`config.mk`:
```
export PLATFORM = sky130hd
export DESIGN_NAME = dma_evt_irq_agg
export DESIGN_NICKNAME = d
export VERILOG_FILES = /design/src/rtl/dma_evt_irq_agg.sv
export SDC_FILE = /design/constraint.sdc
export NUM_CORES = 1
export LEC_CHECK = 0
export ABC_AREA = 0
export CORE_AREA = 2 2 51 53
export DETAILED_ROUTE_END_ITERATION = 10
export DIE_AREA = 0 0 53 55
export DONT_BUFFER_PORTS = 1
export GPL_ROUTABILITY_DRIVEN = 0
export SYNTH_ARGS = -nofsm -noshare
export SYNTH_HDL_FRONTEND = slang
export SYNTH_SLANG_ARGS = --single-unit
export TNS_END_PERCENT = 10
```
`constraint.sdc`:
```
create_clock -name clk -period 1.7 [get_ports clk]
set_clock_uncertainty 0.1 [all_clocks]
set_input_delay 0.51 -clock clk [delete_from_list [all_inputs] [get_ports clk]]
set_output_delay 0.51 -clock clk [all_outputs]
set_load 0.01 [all_outputs]
```
`src/rtl/dma_evt_irq_agg.sv`:
```
module dma_evt_irq_agg (
  input  logic        clk,
  input  logic        rst_n,
  input  logic [9:0]  evt_i,
  input  logic        reg_wr,
  input  logic [31:0] reg_wdata,
  output logic [31:0] reg_rdata,
  output logic [2:0]  irq_o
);

  localparam logic [9:0] LINE0_SET = 10'b00_0000_0010;
  localparam logic [9:0] LINE1_SET = 10'b01_0101_0101;
  localparam logic [9:0] LINE2_SET = 10'b10_1010_1000;

  logic [9:0] pend_q, mask_q, pend_d, mask_d, act_d;
  logic [9:0] wr_pend, wr_mask;
  logic [2:0] irq_q;

  assign wr_pend = {reg_wdata[23:16], reg_wdata[1:0]};
  assign wr_mask = {reg_wdata[31:24], reg_wdata[9:8]};

  assign pend_d = evt_i | (reg_wr ? (pend_q & wr_pend) : pend_q);
  assign mask_d = reg_wr ? wr_mask : mask_q;
  assign act_d  = pend_d & mask_d;

  always_ff @(posedge clk or negedge rst_n) begin
    if (!rst_n) begin
      pend_q <= '0;
      mask_q <= '0;
      irq_q  <= '0;
    end else begin
      pend_q <= pend_d;
      mask_q <= mask_d;
      irq_q  <= {|(act_d & LINE2_SET), |(act_d & LINE1_SET), |(act_d & LINE0_SET)};
    end
  end

  assign reg_rdata = {mask_q[9:2], pend_q[9:2], 6'b0, mask_q[1:0], 6'b0, pend_q[1:0]};
  assign irq_o     = irq_q;

  // a pulse always leaves its flag set on the next cycle
  p_evt_sets_r4: assert property (@(posedge clk) disable iff (!rst_n)
    (|evt_i) |=> ((pend_q & $past(evt_i)) == $past(evt_i)));

  // no flag rises without a pulse
  p_no_sw_set_r3: assert property (@(posedge clk) disable iff (!rst_n)
    1'b1 |=> ((pend_q & ~$past(pend_q) & ~$past(evt_i)) == 10'd0));

  // masks hold without a write
  p_mask_hold_r5: assert property (@(posedge clk) disable iff (!rst_n)
    !reg_wr |=> $stable(mask_q));

  // lines track the register each cycle
  p_line0_r6: assert property (@(posedge clk) disable iff (!rst_n)
    irq_o[0] == (reg_rdata[1] & reg_rdata[9]));
  p_line1_r7: assert property (@(posedge clk) disable iff (!rst_n)
    irq_o[1] == |({reg_rdata[0], reg_rdata[16], reg_rdata[18], reg_rdata[20], reg_rdata[22]} &
                  {reg_rdata[8], reg_rdata[24], reg_rdata[26], reg_rdata[28], reg_rdata[30]}));
  p_line2_r8: assert property (@(posedge clk) disable iff (!rst_n)
    irq_o[2] == |({reg_rdata[17], reg_rdata[19], reg_rdata[21], reg_rdata[23]} &
                  {reg_rdata[25], reg_rdata[27], reg_rdata[29], reg_rdata[31]}));

  // unused bits stay zero
  p_unused_zero_r10: assert property (@(posedge clk) disable iff (!rst_n)
    (reg_rdata[15:10] == 6'd0) && (reg_rdata[7:2] == 6'd0));

endmodule

```
==> results of run 1 <==
==> registers in the layout, indices dropped and copies added, names as in the netlist <==
name    count
irq_o       3
pend_q     10
mask_q     10
==> cell type report <==
cell class	instances	area [µm²]	share of cell area
Clock buffer	3	22.5	0.0204
Clock inverter	1	5.00	0.00454
Multi-Input combinational cell	67	453	0.410
Sequential cell	23	576	0.522
Tap cell	30	37.5	0.0340
Timing Repair Buffer	1	10.0	0.00907
==> cell usage in the layout (no fill, tap or decap) <==
master,count
dlygate4sd3_1,1
o221ai_1,1
nor2_1,1
o22ai_2,1
mux2_4,1
conb_1,12
nand3_1,1
nand2_1,3
dfrtp_1,23
nor3_1,1
a22oi_2,1
a21oi_1,5
a21o_1,10
clkinv_2,1
mux2_2,9
nand2b_1,3
o21ai_0,6
and2_1,1
clkbuf_4,3
o22ai_1,4
or2b_1,7
==> per-layer routing <==
| layer | global-route usage | part of all wire | vias up |
|---|---|---|---|
| met4 | 0.0897 | 0.021 | 0 |
| met5 | 0 | 0 | - |
| met3 | 0.0511 | 0.11 | 5 |
| met1 | 0.149 | 0.34 | 321 |
| li1 | - | - | 308 |
| met2 | 0.248 | 0.53 | 42 |
==> power by group through the flow <==
| stage | registers, mW | logic (mW) | clock network (mW) |
|---|---|---|---|
| floorplan | 0.651 | 0.129 | 0 |
| global placement | 0.660 | 0.103 | 0 |
| detailed placement | 0.663 | 0.107 | 0 |
| CTS | 0.652 | 0.120 | 0.263 |
| global route | 0.657 | 0.133 | 0.284 |
| finish | 0.650 | 0.117 | 0.252 |
==> worst paths after layout <==
check / from / end / depth (start not counted)
min in group asynchronous: rst_n / mask_q[3] / 1
setup reg to reg: pend_q[4] / irq_o[1] / 4
hold reg to reg: pend_q[7] / pend_q[7] / 1
max in group clk: pend_q[2] / reg_rdata[16] / 0
hold / removal: evt_i[2] / pend_q[2] / 1
setup / recovery: rst_n / mask_q[7] / 1
==> stage by stage <==
stage                     std cells   util  setup slack (ns)  power (mW)
after floorplan                 105      -             0.331       0.781
after global placement          120  0.451             0.356       0.763
after detailed placement        120  0.451             0.343       0.769
after CTS                       125  0.467             0.116        1.03
after global routing            125  0.467          0.000378        1.07
final                           125  0.467             0.210        1.02
==> cell families after synthesis <==
kind of cell    after synthesis  share of synthesized area
compound gates               28                      0.171
buf+inv                      15                      0.108
flops                        23                      0.520
mux                          10                      0.105
other cells                   1                    0.00339
simple gates                 17                     0.0926
==> flow_summary_export.csv, run 1 <==
group,metric,value,unit
yosys,synth_area,1110,µm²
yosys,synth_edf_count,0,
yosys,synth_top_area_share,0.520,
critical_path,required,1.91,ns
routing,drc,0,
sta,min_period,1.49,ns
yosys,synth-seq-area-share,0.520,
sta,slew_viol_final,0,
yosys,syn-instance-count,94,
cells_and_area,area_delta_synth_final,-0.339,%
routing,vias_per_cell,5.41,
sta,slew_headroom,0.338,
clock_network,post_cts_buffers,0,
clock_network,clkSinkCount,23,
clock_network,clock_path_buffers,2,
status,status,"finished, final reports clean",
yosys,yosys.cell_count.top_type,"dfrtp_1",
sta,tns,0,ns
critical_path,worst_setup_path_start_kind,"primary input",
sta,fin_crit_sh,0.877,
die,chipWidth,53,µm
cells_and_area,nNetsFinal,141,
min_path,hold_class,"primary input to register",
cells_and_area,drive_gt1_frac,0.168,
yosys,postSynthAreaPerCell,11.8,µm²
placement,port_buffers,0,
power_and_ir_drop,switching_share,0.271,
global_route,grt_pass1_wl,2860,µm
global_route,grt_use_total,0.143,
routing,wl_per_cell,15.8,µm
critical_path,cpPeakStageDelay,1.19,ns
global_route,grt_pass1_vias,666,
routing,ant_nets,0,
die,num_io_pins,80,
clock_network,htreeDepth,1,
cells_and_area,diodes,0,
clock_network,cts_root_buffer,"clkbuf_4",
power_and_ir_drop,pwr-share-comb,0.115,
placement,hpwl,1480,µm
sta,hold_slack,0.179,ns
die,die_area,2920,µm²
routing,dr.pass1.iters,4,
sta,setup_violations,0,
cells_and_area,fin_area,1100,µm²
power_and_ir_drop,internal_power,0.742,mW
routing,dr_total_vias,676,
critical_path,end_kind,"asynchronous set/reset pin",
clock_network,cts_tree,"yes",
sta,finalHoldViolCount,0,
die,std_cell_rows,18,
yosys,synth-seq-cells,23,
critical_path,critical-path-top-delay-family,"buffers and inverters",
power_and_ir_drop,share_seq_of_total_power,0.638,
sta,rsz0062_at_grt,"false",
power_and_ir_drop,p_leak,0.465,nW
yosys,async_reset_ff_frac,1.00,
yosys,synth_common_cells,"23 x dfrtp_1, 13 x buf_4, 10 x a21o_1",
power_and_ir_drop,clockPowerShare,0.247,
power_and_ir_drop,power.switching,0.276,mW
yosys,yosysWarnings,0,
global_route,grt.overflow.total,0,
routing,routed_wl,1970,µm
sta,max_freq,671,MHz
critical_path,r2r_setup_slack,0.47,ns
yosys,yosysTopAreaCell,"dfrtp_1",
cells_and_area,fillers,232,
power_and_ir_drop,power.density,923,nW/µm²
die,fp.dieH,55,µm
clock_network,clock_latency,0.31,ns
die,coreArea,2360,µm²
critical_path,path_max_fanout,23,
yosys,ys_types,20,
critical_path,crit_slowest_cell,"dlygate4sd3_1",
clock_network,cts-resized-gates,0,
placement,post_dp_cell_area,1070,µm²
clock_network,ctsHoldBuffers,1,
clock_network,path_clk_slew,0.13,ns
global_route,antenna_found_initial,0,
critical_path,crit_chain,"dlygate4sd3_1",
critical_path,cp.arrival,1.71,ns
routing,first_iter_violations,5,
critical_path,path_buf_inv,1,
yosys,synth_ff_type,"dfrtp_1",
critical_path,critPathKind,"primary input to asynchronous set/reset pin",
yosys,ys_top_cells_by_area,"dfrtp_1 52%, mux2_2 9.2%, buf_4 8.8%, a21o_1 6.8%, or2b_1 4.7%",
global_route,grt_start_max_net_pins,33,
power_and_ir_drop,peakVddDrop,0.545,mV
die,initial_core_util,0.468,
job,cap_violations,0,
sta,tightest_slew,0.990,ns
clock_network,cts_made_buffers,3,
Note: power is estimated with default switching activity, not from simulation.
==> run 2: changes to the inputs <==
--- a/config.mk
+++ b/config.mk
@@ -11,6 +11,7 @@
 export DIE_AREA = 0 0 53 55
 export DONT_BUFFER_PORTS = 1
 export GPL_ROUTABILITY_DRIVEN = 0
+export PLACE_DENSITY = 0.68
 export SYNTH_ARGS = -nofsm -noshare
 export SYNTH_HDL_FRONTEND = slang
 export SYNTH_SLANG_ARGS = --single-unit
==> flow_summary_export.csv, run 2 (same netlist as run 1, synthesis figures left out) <==
group,metric,value,unit
critical_path,path_max_fanout,3,
sta,slew_viol_final,0,
clock_network,path_clk_slew,0.14,ns
cells_and_area,diodes,0,
sta,tns,0,ns
routing,dr_total_vias,674,
critical_path,r2r_start,"pend_q[4]",
cells_and_area,area_delta_synth_final,0.113,%
sta,rsz0062_at_grt,"false",
power_and_ir_drop,p_total,1.03,mW
global_route,grt_start_max_net_pins,33,
die,std_cell_rows,18,
global_route,grt_pass1_wl,3000,µm
clock_network,clock_latency,0.31,ns
global_route,grt_pass1_vias,679,
routing,wl_per_cell,15.7,µm
sta,setup_violations,0,
clock_network,clock_path_buffers,2,
critical_path,setup.worst_path.end,"reg_rdata[24]",
sta,fin_crit_sh,0.813,
routing,drc,0,
clock_network,post_cts_buffers,0,
routing,dr.pass1.iters,4,
cells_and_area,layout_common_cells,"23 x dfrtp_1, 12 x conb_1, 10 x a21o_1",
sta,max_freq,723,MHz
cells_and_area,nNetsFinal,141,
clock_network,cts_root_buffer,"clkbuf_4",
cells_and_area,fillers,220,
cells_and_area,final_common_cell,"dfrtp_1",
sta,tightest_slew,0.997,ns
routing,routed_wl,1960,µm
routing,first_iter_violations,5,
critical_path,r2r_setup_slack,0.50,ns
power_and_ir_drop,p_leak,0.470,nW
critical_path,crit_start,"mask_q[2]",
clock_network,cts_tree,"yes",
critical_path,end_kind,"output pin",
sta,slew_headroom,0.336,
die,chipWidth,53,µm
placement,hpwl,1470,µm
global_route,grt.overflow.total,0,
job,cap_violations,0,
critical_path,reg2reg_depth,4,
clock_network,clkSinkCount,23,
routing,vias_per_cell,5.39,
cells_and_area,drive_gt1_frac,0.168,
critical_path,rr_endpoint,"irq_o[1]",
die,initial_core_util,0.468,
critical_path,crit_cells,0,
status,status,"finished, final reports clean",
critical_path,critPathKind,"register to output pin",
sta,min_period,1.38,ns
die,num_io_pins,80,
global_route,grt_use_total,0.144,
power_and_ir_drop,power.density,930,nW/µm²
die,fp.dieH,55,µm
clock_network,htreeDepth,1,
clock_network,cts_made_buffers,3,
critical_path,cp.arrival,0.77,ns
min_path,hold_class,"primary input to register",
die,die_area,2920,µm²
critical_path,worst_setup_path_start_kind,"register",
power_and_ir_drop,peakVddDrop,0.587,mV
routing,ant_nets,0,
die,coreArea,2360,µm²
placement,port_buffers,0,
critical_path,required,1.09,ns
sta,finalHoldViolCount,0,
global_route,antenna_found_initial,0,
run 2: cell type report:
class,instances,area [µm²],area share
Clock buffer,3,22.5,0.0203
Sequential cell,23,576,0.519
Tap cell,30,37.5,0.0339
Multi-Input combinational cell,67,453,0.409
Timing Repair Buffer,1,12.5,0.0113
Clock inverter,1,7.51,0.00677
run 2: worst min path at each step:
| stage | slack, ns | start | to | cells past startpoint |
|---|---|---|---|---|
| after floorplan | 0.11 | rst_n | irq_o[0] | 0 |
| after global placement | 0.11 | rst_n | mask_q[3] | 0 |
| after detailed placement | 0.11 | rst_n | pend_q[9] | 0 |
| after CTS | 0.17 | evt_i[2] | pend_q[2] | 1 |
| after global routing | 0.16 | evt_i[2] | pend_q[2] | 1 |
| final | 0.18 | evt_i[2] | pend_q[2] | 1 |
run 2: where the power goes:
| part | leakage, nW | internal [mW] | switching, mW |
|---|---|---|---|
| Clock | 0.0139 | 0.0896 | 0.175 |
| Sequential | 0.248 | 0.592 | 0.0576 |
| Combinational | 0.208 | 0.0627 | 0.0544 |
| Total | 0.470 | 0.745 | 0.287 |
run 2: what timing repair did:
action,in CTS,in global routing
endpoints found under the setup margin,0,23
hold buffers,1,0
gates resized for setup,0,1
endpoints found under the hold margin,23,0
run 2: metrics by stage:
stage | setup slack, ns | instance area (µm²) | utilization | std cells | hold WS, ns
final | 0.317 | 1110 | 0.469 | 125 | 0.177
after global routing | 0.275 | 1110 | 0.469 | 125 | 0.159
after CTS | 0.100 | 1110 | 0.468 | 125 | 0.165
after detailed placement | 0.328 | 1070 | 0.451 | 120 | 0.115
after global placement | 0.348 | 1070 | 0.451 | 120 | 0.115
after floorplan | 0.331 | 1150 | - | 105 | 0.114
run 2: routing by layer:
layer | global-route usage | routed length, µm | part of all wire
met5 | 0 | 0 | 0
met4 | 0.0641 | 15 | 0.0076
met3 | 0.0403 | 199 | 0.10
met2 | 0.254 | 1020 | 0.52
met1 | 0.165 | 731 | 0.37
